`config.mk`:
```
export PLATFORM = sky130hd
export DESIGN_NAME = blit_dma
export DESIGN_NICKNAME = d
export VERILOG_FILES = /design/src/rtl/blit_dma_pkg.sv /design/src/rtl/blit_dma_regs.sv /design/src/rtl/blit_dma_step.sv /design/src/rtl/blit_dma_fsm.sv /design/src/rtl/blit_dma.sv
export SDC_FILE = /design/constraint.sdc
export NUM_CORES = 1
export LEC_CHECK = 0
export ABC_AREA = 1
export BUFFER_PORTS_ARGS = -buffer_cell sky130_fd_sc_hd__buf_2
export CORE_MARGIN = 4
export CORE_UTILIZATION = 45
export CTS_CLUSTER_DIAMETER = 150
export DETAILED_ROUTE_END_ITERATION = 8
export PLACE_DENSITY = 0.66
export SLEW_MARGIN = 30
export SYNTH_ARGS = -nofsm -noshare
export SYNTH_HDL_FRONTEND = slang
export SYNTH_HIERARCHICAL = 1
export SYNTH_SLANG_ARGS = --single-unit
```
`constraint.sdc`:
```
create_clock -name clk_i -period 3.9 [get_ports clk_i]
set_input_delay 0 -clock clk_i [delete_from_list [all_inputs] [get_ports clk_i]]
set_output_delay 0 -clock clk_i [all_outputs]
set_load 0.01 [all_outputs]
```
`src/rtl/blit_dma_pkg.sv`:
```
package blit_dma_pkg;
  localparam int REG_AW = 3;
  localparam int REG_DW = 8;

  localparam logic [REG_AW-1:0] RA_CTRL      = 3'd0;
  localparam logic [REG_AW-1:0] RA_BASE_LO   = 3'd1;
  localparam logic [REG_AW-1:0] RA_BASE_HI   = 3'd2;
  localparam logic [REG_AW-1:0] RA_COUNT     = 3'd3;
  localparam logic [REG_AW-1:0] RA_WIDTH     = 3'd4;
  localparam logic [REG_AW-1:0] RA_STRIDE_LO = 3'd5;
  localparam logic [REG_AW-1:0] RA_STRIDE_HI = 3'd6;

  typedef struct packed {
    logic bank;
    logic rect;
    logic sel;
    logic dir;
    logic en;
  } ctrl_t;

  typedef enum logic [1:0] {
    ST_IDLE   = 2'd0,
    ST_MOVE   = 2'd1,
    ST_UPDATE = 2'd2
  } state_t;
endpackage

```
`src/rtl/blit_dma_regs.sv`:
```
module blit_dma_regs
  import blit_dma_pkg::*;
#(
  parameter int ADDR_W = 16,
  parameter int CNT_W  = 8
) (
  input  logic              clk_i,
  input  logic              rst_ni,
  input  logic [REG_AW-1:0] addr_i,
  input  logic [REG_DW-1:0] wdata_i,
  input  logic              we_i,
  input  logic              rd_i,
  input  logic              step_i,
  input  logic              done_set_i,
  input  logic              err_set_i,
  output logic [REG_DW-1:0] rdata_o,
  output ctrl_t             ctrl_o,
  output logic [ADDR_W-1:0] base_o,
  output logic [ADDR_W-1:0] stride_o,
  output logic [CNT_W-1:0]  count_o,
  output logic [CNT_W-1:0]  width_o,
  output logic              ptr_clr_o,
  output logic              irq_o
);
  localparam int HI_W = ADDR_W - 8;

  ctrl_t             ctrl_q;
  logic [ADDR_W-1:0] base_q, stride_q;
  logic [CNT_W-1:0]  count_q, width_q;
  logic              done_q, err_q;
  logic              rd_ctrl;

  assign rd_ctrl = rd_i && (addr_i == RA_CTRL);

  always_ff @(posedge clk_i or negedge rst_ni) begin
    if (!rst_ni) begin
      ctrl_q   <= '0;
      base_q   <= '0;
      stride_q <= '0;
      count_q  <= '0;
      width_q  <= '0;
      done_q   <= 1'b0;
      err_q    <= 1'b0;
    end else begin
      if (we_i) begin
        case (addr_i)
          RA_CTRL:      ctrl_q <= ctrl_t'(wdata_i[$bits(ctrl_t)-1:0]);
          RA_BASE_LO:   base_q[7:0] <= wdata_i;
          RA_BASE_HI:   base_q[ADDR_W-1:8] <= wdata_i[HI_W-1:0];
          RA_WIDTH:     width_q <= wdata_i[CNT_W-1:0];
          RA_STRIDE_LO: stride_q[7:0] <= wdata_i;
          RA_STRIDE_HI: stride_q[ADDR_W-1:8] <= wdata_i[HI_W-1:0];
          default: ;
        endcase
      end
      if (done_set_i || err_set_i) ctrl_q.en <= 1'b0;
      if (step_i) count_q <= count_q - 1'b1;
      else if (we_i && addr_i == RA_COUNT) count_q <= wdata_i[CNT_W-1:0];
      if (done_set_i) done_q <= 1'b1;
      else if (rd_ctrl) done_q <= 1'b0;
      if (err_set_i) err_q <= 1'b1;
      else if (rd_ctrl) err_q <= 1'b0;
    end
  end

  always_comb begin
    rdata_o = '0;
    case (addr_i)
      RA_CTRL:      rdata_o = {1'b0, err_q, done_q, ctrl_q};
      RA_BASE_LO:   rdata_o = base_q[7:0];
      RA_BASE_HI:   rdata_o = REG_DW'(base_q[ADDR_W-1:8]);
      RA_COUNT:     rdata_o = REG_DW'(count_q);
      RA_WIDTH:     rdata_o = REG_DW'(width_q);
      RA_STRIDE_LO: rdata_o = stride_q[7:0];
      RA_STRIDE_HI: rdata_o = REG_DW'(stride_q[ADDR_W-1:8]);
      default:      rdata_o = '0;
    endcase
  end

  assign ctrl_o    = ctrl_q;
  assign base_o    = base_q;
  assign stride_o  = stride_q;
  assign count_o   = count_q;
  assign width_o   = width_q;
  assign ptr_clr_o = we_i && (addr_i == RA_BASE_LO || addr_i == RA_BASE_HI);
  assign irq_o     = done_q || err_q;

  assert_count_step_R5: assert property (@(posedge clk_i) disable iff (!rst_ni)
    step_i |=> count_q == CNT_W'($past(count_q) - 1'b1));
  assert_irq_hold_R7: assert property (@(posedge clk_i) disable iff (!rst_ni)
    (irq_o && !rd_ctrl) |=> irq_o);
  assert_en_drop_R6: assert property (@(posedge clk_i) disable iff (!rst_ni)
    (done_set_i || err_set_i) |=> !ctrl_q.en);
endmodule

```
`src/rtl/blit_dma_step.sv`:
```
module blit_dma_step #(
  parameter int ADDR_W = 16,
  parameter int CNT_W  = 8
) (
  input  logic              clk_i,
  input  logic              rst_ni,
  input  logic              clr_i,
  input  logic              step_i,
  input  logic              rect_i,
  input  logic              bank_i,
  input  logic [CNT_W-1:0]  width_i,
  input  logic [ADDR_W-1:0] stride_i,
  input  logic [ADDR_W-1:0] base_i,
  output logic [ADDR_W:0]   addr_o
);
  logic [ADDR_W-1:0] ptr_q;
  logic [CNT_W-1:0]  col_q;
  logic              row_end;

  assign row_end = rect_i && (col_q == CNT_W'(width_i - 1'b1));

  always_ff @(posedge clk_i or negedge rst_ni) begin
    if (!rst_ni) begin
      ptr_q <= '0;
      col_q <= '0;
    end else if (clr_i) begin
      ptr_q <= '0;
      col_q <= '0;
    end else if (step_i) begin
      if (row_end) begin
        ptr_q <= ptr_q + stride_i;
        col_q <= '0;
      end else begin
        ptr_q <= ptr_q + 1'b1;
        col_q <= col_q + 1'b1;
      end
    end
  end

  assign addr_o = {bank_i, base_i + ptr_q};

  assert_linear_step_R3: assert property (@(posedge clk_i) disable iff (!rst_ni)
    (step_i && !rect_i && !clr_i && $stable(base_i) && $stable(bank_i))
      |=> addr_o == ($past(addr_o) & {1'b1, {ADDR_W{1'b0}}}) + {1'b0, ADDR_W'($past(addr_o[ADDR_W-1:0]) + 1'b1)});
endmodule

```
`src/rtl/blit_dma_fsm.sv`:
```
module blit_dma_fsm
  import blit_dma_pkg::*;
#(
  parameter int CNT_W = 8
) (
  input  logic             clk_i,
  input  logic             rst_ni,
  input  logic             en_i,
  input  logic             dir_i,
  input  logic             sel_i,
  input  logic [CNT_W-1:0] count_i,
  input  logic             gnt_i,
  input  logic             vid_full_i,
  input  logic             vid_empty_i,
  input  logic             ifc_full_i,
  input  logic             ifc_empty_i,
  output logic             mem_req_o,
  output logic             mem_en_o,
  output logic             mem_we_o,
  output logic             vid_push_o,
  output logic             vid_pop_o,
  output logic             ifc_push_o,
  output logic             ifc_pop_o,
  output logic             step_o,
  output logic             done_set_o,
  output logic             err_set_o
);
  state_t state_q, state_d;
  logic   blocked, move, last;

  assign blocked = dir_i ? (sel_i ? ifc_empty_i : vid_empty_i)
                         : (sel_i ? ifc_full_i  : vid_full_i);
  assign move    = (state_q == ST_MOVE) && gnt_i && !blocked;
  assign last    = (count_i == CNT_W'(1));

  assign err_set_o  = (state_q == ST_MOVE) && gnt_i && blocked;
  assign step_o     = (state_q == ST_UPDATE);
  assign done_set_o = ((state_q == ST_IDLE) && en_i && (count_i == '0)) ||
                      ((state_q == ST_UPDATE) && last);

  assign mem_req_o  = (state_q != ST_IDLE);
  assign mem_en_o   = move;
  assign mem_we_o   = move && dir_i;
  assign vid_push_o = move && !dir_i && !sel_i;
  assign ifc_push_o = move && !dir_i &&  sel_i;
  assign vid_pop_o  = move &&  dir_i && !sel_i;
  assign ifc_pop_o  = move &&  dir_i &&  sel_i;

  always_comb begin
    state_d = state_q;
    case (state_q)
      ST_IDLE:   if (en_i && count_i != '0) state_d = ST_MOVE;
      ST_MOVE:   if (move) state_d = ST_UPDATE;
                 else if (err_set_o) state_d = ST_IDLE;
      ST_UPDATE: state_d = last ? ST_IDLE : ST_MOVE;
      default:   state_d = ST_IDLE;
    endcase
  end

  always_ff @(posedge clk_i or negedge rst_ni) begin
    if (!rst_ni) state_q <= ST_IDLE;
    else         state_q <= state_d;
  end

  assert_vid_push_ok_R6: assert property (@(posedge clk_i) disable iff (!rst_ni)
    vid_push_o |-> !vid_full_i);
  assert_ifc_push_ok_R6: assert property (@(posedge clk_i) disable iff (!rst_ni)
    ifc_push_o |-> !ifc_full_i);
  assert_pop_ok_R6: assert property (@(posedge clk_i) disable iff (!rst_ni)
    (vid_pop_o |-> !vid_empty_i) and (ifc_pop_o |-> !ifc_empty_i));
  assert_gnt_R10: assert property (@(posedge clk_i) disable iff (!rst_ni)
    mem_en_o |-> (gnt_i && mem_req_o));
  assert_two_clk_R3: assert property (@(posedge clk_i) disable iff (!rst_ni)
    mem_en_o |=> !mem_en_o);
  assert_strobe_onehot_R4: assert property (@(posedge clk_i) disable iff (!rst_ni)
    $onehot0({vid_push_o, ifc_push_o, vid_pop_o, ifc_pop_o}));
endmodule

```
`src/rtl/blit_dma.sv`:
```
module blit_dma
  import blit_dma_pkg::*;
#(
  parameter int ADDR_W = 16,
  parameter int CNT_W  = 8,
  parameter int DATA_W = 8
) (
  input  logic              clk_i,
  input  logic              rst_ni,
  input  logic [2:0]        reg_addr_i,
  input  logic [7:0]        reg_wdata_i,
  input  logic              reg_we_i,
  input  logic              reg_rd_i,
  output logic [7:0]        reg_rdata_o,
  output logic              mem_req_o,
  input  logic              mem_gnt_i,
  output logic              mem_en_o,
  output logic              mem_we_o,
  output logic [ADDR_W:0]   mem_addr_o,
  output logic [DATA_W-1:0] mem_wdata_o,
  input  logic [DATA_W-1:0] mem_rdata_i,
  output logic [DATA_W-1:0] fifo_wdata_o,
  output logic              vid_push_o,
  input  logic              vid_full_i,
  output logic              vid_pop_o,
  input  logic              vid_empty_i,
  input  logic [DATA_W-1:0] vid_rdata_i,
  output logic              ifc_push_o,
  input  logic              ifc_full_i,
  output logic              ifc_pop_o,
  input  logic              ifc_empty_i,
  input  logic [DATA_W-1:0] ifc_rdata_i,
  output logic              irq_o
);
  ctrl_t             ctrl;
  logic [ADDR_W-1:0] base, stride;
  logic [CNT_W-1:0]  count, width;
  logic              ptr_clr, step, done_set, err_set;

  blit_dma_regs #(.ADDR_W(ADDR_W), .CNT_W(CNT_W)) u_regs (
    .clk_i(clk_i), .rst_ni(rst_ni),
    .addr_i(reg_addr_i), .wdata_i(reg_wdata_i), .we_i(reg_we_i), .rd_i(reg_rd_i),
    .step_i(step), .done_set_i(done_set), .err_set_i(err_set),
    .rdata_o(reg_rdata_o), .ctrl_o(ctrl), .base_o(base), .stride_o(stride),
    .count_o(count), .width_o(width), .ptr_clr_o(ptr_clr), .irq_o(irq_o)
  );

  blit_dma_step #(.ADDR_W(ADDR_W), .CNT_W(CNT_W)) u_step (
    .clk_i(clk_i), .rst_ni(rst_ni),
    .clr_i(ptr_clr || done_set), .step_i(step),
    .rect_i(ctrl.rect), .bank_i(ctrl.bank),
    .width_i(width), .stride_i(stride), .base_i(base),
    .addr_o(mem_addr_o)
  );

  blit_dma_fsm #(.CNT_W(CNT_W)) u_fsm (
    .clk_i(clk_i), .rst_ni(rst_ni),
    .en_i(ctrl.en), .dir_i(ctrl.dir), .sel_i(ctrl.sel), .count_i(count),
    .gnt_i(mem_gnt_i),
    .vid_full_i(vid_full_i), .vid_empty_i(vid_empty_i),
    .ifc_full_i(ifc_full_i), .ifc_empty_i(ifc_empty_i),
    .mem_req_o(mem_req_o), .mem_en_o(mem_en_o), .mem_we_o(mem_we_o),
    .vid_push_o(vid_push_o), .vid_pop_o(vid_pop_o),
    .ifc_push_o(ifc_push_o), .ifc_pop_o(ifc_pop_o),
    .step_o(step), .done_set_o(done_set), .err_set_o(err_set)
  );

  assign fifo_wdata_o = mem_rdata_i;
  assign mem_wdata_o  = ctrl.sel ? ifc_rdata_i : vid_rdata_i;

  assert_done_irq_R5: assert property (@(posedge clk_i) disable iff (!rst_ni)
    done_set |=> irq_o);
endmodule

```
==> results.toml, run 1 <==
[global_routing]
grt_use_met1_pct = 31.81
grt_pass1_vias = 5211
grt_util_met2_pct = 36.26
globalRouteMet3Util_pct = 4.360
busiest_layer = "met2"
overflow = 0
antenna_found_initial = 0
grt_usage_pct = 22.61
grt_pass1_wl_mm = 26.86
grt_max_degree = 82

[sta]
relSlewSlack_pct = 49.50
skew_ns = 0.004066
fin_crit_ns = 3.426
worst_pin_slew_ns = 0.7575
period_share_pct = 87.85
maxSlewViolCount = 0
hold_viol = 0
fmax_ghz = 0.2919
grt_setup_unrepaired = "false"
setup_tns_ns = 0
setup_viol = 0

[pwr]
p_clk_share_pct = 29.2
p_seq_share_pct = 38.0
ir_drop_mv = 0.3033
p_leak_nw = 3.687
switching_power_mw = 1.226
p_sw_share_pct = 37.93
powerDensity_nw_per_um2 = 469.1
combPwrFrac_pct = 32.7
p_int_mw = 2.006

[outcome]
status = "finished clean"

[worst_setup_path]
cpPeakStageDelay_ns = 0.42
required_ns = 4.13
cpMostUsedCell = "nand2_1"
crit_path_end_kind = "flop"
cp.arrival_ns = 3.66
critPathSlowestCell = "dfrtp_1"
rr_worst_depth = 19
worstSetupPathType = "reg2reg"
cp-start-kind = "flop"
cp_max_fo = 5
crit_chain = "inv_1 > ha_1 > nand2_1 > inv_1 > nor2_1 > nand2_1 > nor2_1 > nand4_1 > nor2_2 > nand3b_4 > or2_1 > ha_1 > fa_1 > nand3_1 > nand3_1 > nand2_1 > a21oi_1 > or2_2 > a32o_1"

[clock_network]
post_cts_buffers = 0
cts_root_buffer = "clkbuf_16"
cts_max_level = 3
hold_buffers = 4
cts_resized = 0
clk_pin_slew_ns = 0.06
clk_latency_ns = 0.34
cts_tree = "done"
cts.sinks = 81
cts_inserted_buffers = 9
cts_buffer_depth = 2

[min_path]
worstHoldPathType = "in2out"
min_path_cells = 0

[layout]
syn_to_final_growth_pct = 14.09
multi_input_area_um2 = 3410
drive_gt1_share_pct = 16.92
regArea_um2 = 2027
layout_commonest_cell = "nand2_1"
fill_cells = 1312
final_nets = 1008
antenna_cells = 0
postLayoutCellArea_um2 = 6888
layout_common_cells = "257 x nand2_1, 108 x inv_1, 81 x dfrtp_1"

[routing]
drt_first_pass_iters = 5
drc = 0
drt-total-wl_mm = 16.51
first_iter_violations = 403
routedWlPerCell_um = 14.87
viasPerCell = 5.096
drtAntennaViolNets = 0
vias = 5657

[placement]
post-dp-hpwl_mm = 12.60
port_buffers = 76
routabilityCongestion = 0.8931
post_dp_cell_area_um2 = 6516

[synthesis]
synthesis.nets = 934
syn-cell-area_um2 = 6037
synthArstFlopShare_pct = 100.0
ys_seq_area_share_pct = 33.58
yosys_warnings = 6
syn_inst = 855
syn_avg_cell_area_um2 = 7.061
yosys.cell_types.count = 44
ys.flop_type = "dfrtp_1"
synth_seq_cells = 81
synth_edf_count = 0

[die]
rows = 42
core_area_um2 = 13190
start_util_pct = 45.77
io_pins = 93
die_h_um = 123.8
dieArea_um2 = 15330
die_w_um = 123.8

[job]
max_cap_violations = 0
Yosys cell counts (all sizes together) (3+ instances only):
cell type,number,area [µm²]
xor2,18,157.7
ha,33,412.9
nand4,5,31.28
o22ai,9,56.30
clkbuf,3,11.26
or2,4,25.03
xnor2,8,70.07
buf,18,146.4
nor2,83,344.1
nand3,44,240.2
nor3,8,73.82
a21oi,38,190.2
dfrtp,81,2027
o31ai,4,30.03
nand2,266,1036
inv,118,442.9
o211ai,3,22.52
o21ai,95,554.3
state kept, by name (all words and copies together), names as in the netlist:
signal / count
u_fsm/state_q: 2
u_step/ptr_q: 16
u_regs/width_o: 8
u_regs/base_o: 16
u_regs/err_q: 1
u_step/col_q: 8
u_regs/stride_o: 16
u_regs/ctrl_o: 5
u_regs/count_o: 8
u_regs/done_q: 1
critical path, delay by kind of cell (launching register included):
kind,cells,cell delay (ns)
and+or+nand+nor,12,1.53
adders and majority gates,3,0.92
DFF,1,0.42
AOI/OAI and AO/OA,2,0.30
buffers and inverters,2,0.14
stage by stage:
step / utilization [%] / instances / total power [mW] / hold WS [ns] / worst slack, ns
6_report: 52.22 / 1110 / 3.231 / 0.000003698 / 0.4740
5_1_grt: 52.22 / 1110 / 3.474 / 0.00003264 / 0.04717
4_1_cts: 52.22 / 1110 / 3.254 / 0.00006862 / 0.4636
3_5_place_dp: 49.40 / 1090 / 2.291 / 0.00006862 / 0.4704
3_3_place_gp: 49.37 / 1090 / 2.280 / 0.00006862 / 0.5500
2_1_floorplan: - / 855 / 1.927 / -0.2956 / 0.6998
per-layer routing:
metal / vias up / wire length (µm)
li1: 2890 / -
met4: 0 / 199
met2: 156 / 7640
met3: 13 / 837
met1: 2598 / 7830
met5: - / 0
power by group through the flow:
stage,clock network (mW),logic [mW],registers [mW]
2_1_floorplan,0,0.770,1.16
3_3_place_gp,0,1.04,1.24
3_5_place_dp,0,1.05,1.24
4_1_cts,0.965,1.06,1.23
5_1_grt,1.00,1.21,1.26
6_report,0.944,1.06,1.23
cells by family (layout without fill, tap and decap cells):
kind of cell / count (synthesis) / after routing / synth area share (%)
AO/OA/AOI/OAI: 158 / 158 / 15.34
flip-flops: 81 / 81 / 33.58
AND/OR/NAND/NOR: 416 / 416 / 29.87
adder cells (fa/ha/maj): 35 / 35 / 7.503
XOR/XNOR: 26 / 26 / 3.772
buffers and inverters: 139 / 218 / 9.948
path summary, 6_finish.rpt:
path / slack (ns) / startpoint / to
worst min-delay path: 0.000004 / mem_rdata_i[4] / fifo_wdata_o[4]
max in group asynchronous: 3.12 / rst_ni / u_step/col_q[6]$_DFFE_PN0P_
worst max-delay path: 0.47 / u_regs/width_o[0]$_DFFE_PN0P_ / u_step/ptr_q[6]$_DFFE_PN0P_
worst max register to register: 0.47 / u_regs/width_o[0]$_DFFE_PN0P_ / u_step/ptr_q[6]$_DFFE_PN0P_
worst min register to register: 0.51 / u_regs/ctrl_o[4]$_DFFE_PN0P_ / u_regs/ctrl_o[4]$_DFFE_PN0P_
min in group asynchronous: 0.27 / rst_ni / u_regs/width_o[2]$_DFFE_PN0P_
cell type report:
type,instances,share of cell area (%)
sequential,81,29.43
inverter,118,6.431
clock inverter,4,1.090
multi-input combinational,635,49.50
clock buffer,12,3.724
tap,176,3.197
timing repair buffer,84,6.630
No activity file was read; power rests on OpenSTA's default activity.
==> run 2: changes to the inputs <==
--- a/config.mk
+++ b/config.mk
@@ -9,8 +9,10 @@
 export BUFFER_PORTS_ARGS = -buffer_cell sky130_fd_sc_hd__buf_2
 export CORE_MARGIN = 4
 export CORE_UTILIZATION = 45
+export CTS_BUF_LIST = sky130_fd_sc_hd__clkbuf_8 sky130_fd_sc_hd__clkbuf_16
 export CTS_CLUSTER_DIAMETER = 150
 export DETAILED_ROUTE_END_ITERATION = 8
+export GPL_TIMING_DRIVEN = 0
 export PLACE_DENSITY = 0.66
 export SLEW_MARGIN = 30
 export SYNTH_ARGS = -nofsm -noshare
==> constraint.sdc (replaced) <==
create_clock -name clk_i -period 3.5 [get_ports clk_i]
set_input_delay 0 -clock clk_i [delete_from_list [all_inputs] [get_ports clk_i]]
set_output_delay 0 -clock clk_i [all_outputs]
set_load 0.01 [all_outputs]
==> run 2 against run 1 <==
- worst setup slack worse by 0.37 ns
- critical path depth stayed put
- sequential share of layout area is 1.1 points lower
- flip-flop and latch count stayed put
- clock power is 17% higher
- first-iteration DRC count is 14% higher
- hold slack better by 0.0076 ns
- cell count is 2.7% higher
- critical path type unchanged
- largest cell class unchanged
==> results.toml, run 2 (synthesis results as in run 1) <==
[outcome]
status = "finished clean"

[sta]
period_share_pct = 97.01
relSlewSlack_pct = 50.05
maxSlewViolCount = 0
worst_pin_slew_ns = 0.7466
fin_crit_ns = 3.396
fmax_ghz = 0.2945
skew_ns = 0.007340
hold_ws_ns = 0.007557
setup_viol = 0
grt_setup_unrepaired = "true"
hold_viol = 0

[worst_setup_path]
crit_buf_inv = 2
cp-start-kind = "flop"
cp_max_fo = 8
cpMostUsedCell = "nand2_1"
crit_path_end_kind = "flop"
crit_chain = "inv_2 > ha_1 > nand2_1 > inv_1 > nor2_1 > nand2_1 > nor2_2 > nand4_1 > nor2_4 > nand3b_4 > or2_1 > ha_1 > fa_2 > nand3_1 > nand3_2 > nand2_1 > a21oi_1 > or2_2 > a32o_1"
cpPeakStageDelay_ns = 0.36
worstSetupPathType = "reg2reg"
required_ns = 3.73
critPathSlowestCell = "dfrtp_1"
crit_family = "simple AND/OR/NAND/NOR gates"
cp.arrival_ns = 3.62

[clock_network]
cts.sinks = 81
clk_latency_ns = 0.34
cts_buffer_depth = 2
clk_pin_slew_ns = 0.06
cts_root_buffer = "clkbuf_16"
cts_max_level = 3
cts_inserted_buffers = 9
cts_tree = "done"

[layout]
antenna_cells = 0
layout_commonest_cell = "nand2_1"
post-route-util_pct = 54.18
final_nets = 1038
drive_gt1_share_pct = 19.81
layout_common_cells = "257 x nand2_1, 108 x inv_1, 84 x buf_2"
syn_to_final_growth_pct = 18.38

[pwr]
ir_drop_mv = 0.4728
p_leak_nw = 3.843
powerDensity_nw_per_um2 = 516.2
p_total_mw = 3.689

[placement]
routabilityCongestion = 0.9121
port_buffers = 82
post-dp-hpwl_mm = 12.98

[global_routing]
overflow = 0
grt_pass1_wl_mm = 26.87
grt_pass1_vias = 5134
grt_max_degree = 67
antenna_found_initial = 0
grt_usage_pct = 22.74

[routing]
drt-total-wl_mm = 17.02
drc = 0
routedWlPerCell_um = 14.93
first_iter_violations = 460
vias = 5866
drt_first_pass_iters = 5
drtAntennaViolNets = 0
viasPerCell = 5.146

[die]
die_h_um = 123.8
io_pins = 93
core_area_um2 = 13190
dieArea_um2 = 15330
start_util_pct = 45.77
rows = 42
die_w_um = 123.8

[min_path]
worstHoldPathType = "in2reg"

[job]
max_cap_violations = 0
[run 2: worst paths after layout]
kind | from | to | slack [ns] | cells past startpoint
hold reg to reg | u_step/ptr_q[11]$_DFFE_PN0P_ | u_step/ptr_q[11]$_DFFE_PN0P_ | 0.52 | 2
min in group asynchronous | rst_ni | u_step/col_q[2]$_DFFE_PN0P_ | 0.06 | 2
max in group asynchronous | rst_ni | u_fsm/state_q[1]$_DFFE_PN0P_ | 2.86 | 3
setup reg to reg | u_regs/width_o[0]$_DFFE_PN0P_ | u_step/ptr_q[6]$_DFFE_PN0P_ | 0.10 | 19
hold / removal | mem_gnt_i | u_fsm/state_q[0]$_DFFE_PN0P_ | 0.008 | 4
setup / recovery | u_regs/width_o[0]$_DFFE_PN0P_ | u_step/ptr_q[6]$_DFFE_PN0P_ | 0.10 | 19
[run 2: stage by stage]
step | worst slack (ns) | area, µm² | instances | setup TNS, ns
6_report | 0.1045 | 7147 | 1140 | 0
3_3_place_gp | -0.2183 | 6668 | 1113 | -0.5317
2_1_floorplan | 0.2998 | 6037 | 855 | 0
3_5_place_dp | -0.2144 | 6701 | 1114 | -0.4808
5_1_grt | -0.04668 | 7147 | 1140 | -0.09143
4_1_cts | 0.03259 | 7109 | 1136 | 0
[run 2: area by class of cell]
cell class	instances	area, µm²
clock buffers	10	239.0
multi-input cells	635	3427
plain buffers	21	157.7
well taps	176	220.2
inverters	118	442.9
repair buffers	93	526.8
fillers	1317	6043
flip-flops and latches	81	2027
clock inverters	6	106.4
[run 2: routing by layer]
layer	track usage, %	vias to the layer above	share of wire, %
met5	0	-	0
met4	4.429	0	1.2
met3	3.996	15	6.2
met2	36.67	189	47
met1	32.29	2711	45
li1	-	2951	-
[run 2: what timing repair did]
item	CTS	global route
endpoints found under the hold margin	83	0
setup buffers	3	4
endpoints found under the setup margin	6	7
pin swaps	1	3
resized for setup	2	5
hold buffers	3	0
[run 2: report_power, final]
part	total, mW	leakage, nW	switching [mW]	internal, mW
registers	1.36	1.04	0.234	1.13
logic	1.23	2.63	0.757	0.472
clock network	1.10	0.170	0.388	0.713
[run 2: tightest hold or removal path: cells and delay by family]
kind	cells	cell delay, ns
AND/OR/NAND/NOR	2	0.16
buffers and inverters	2	0.14
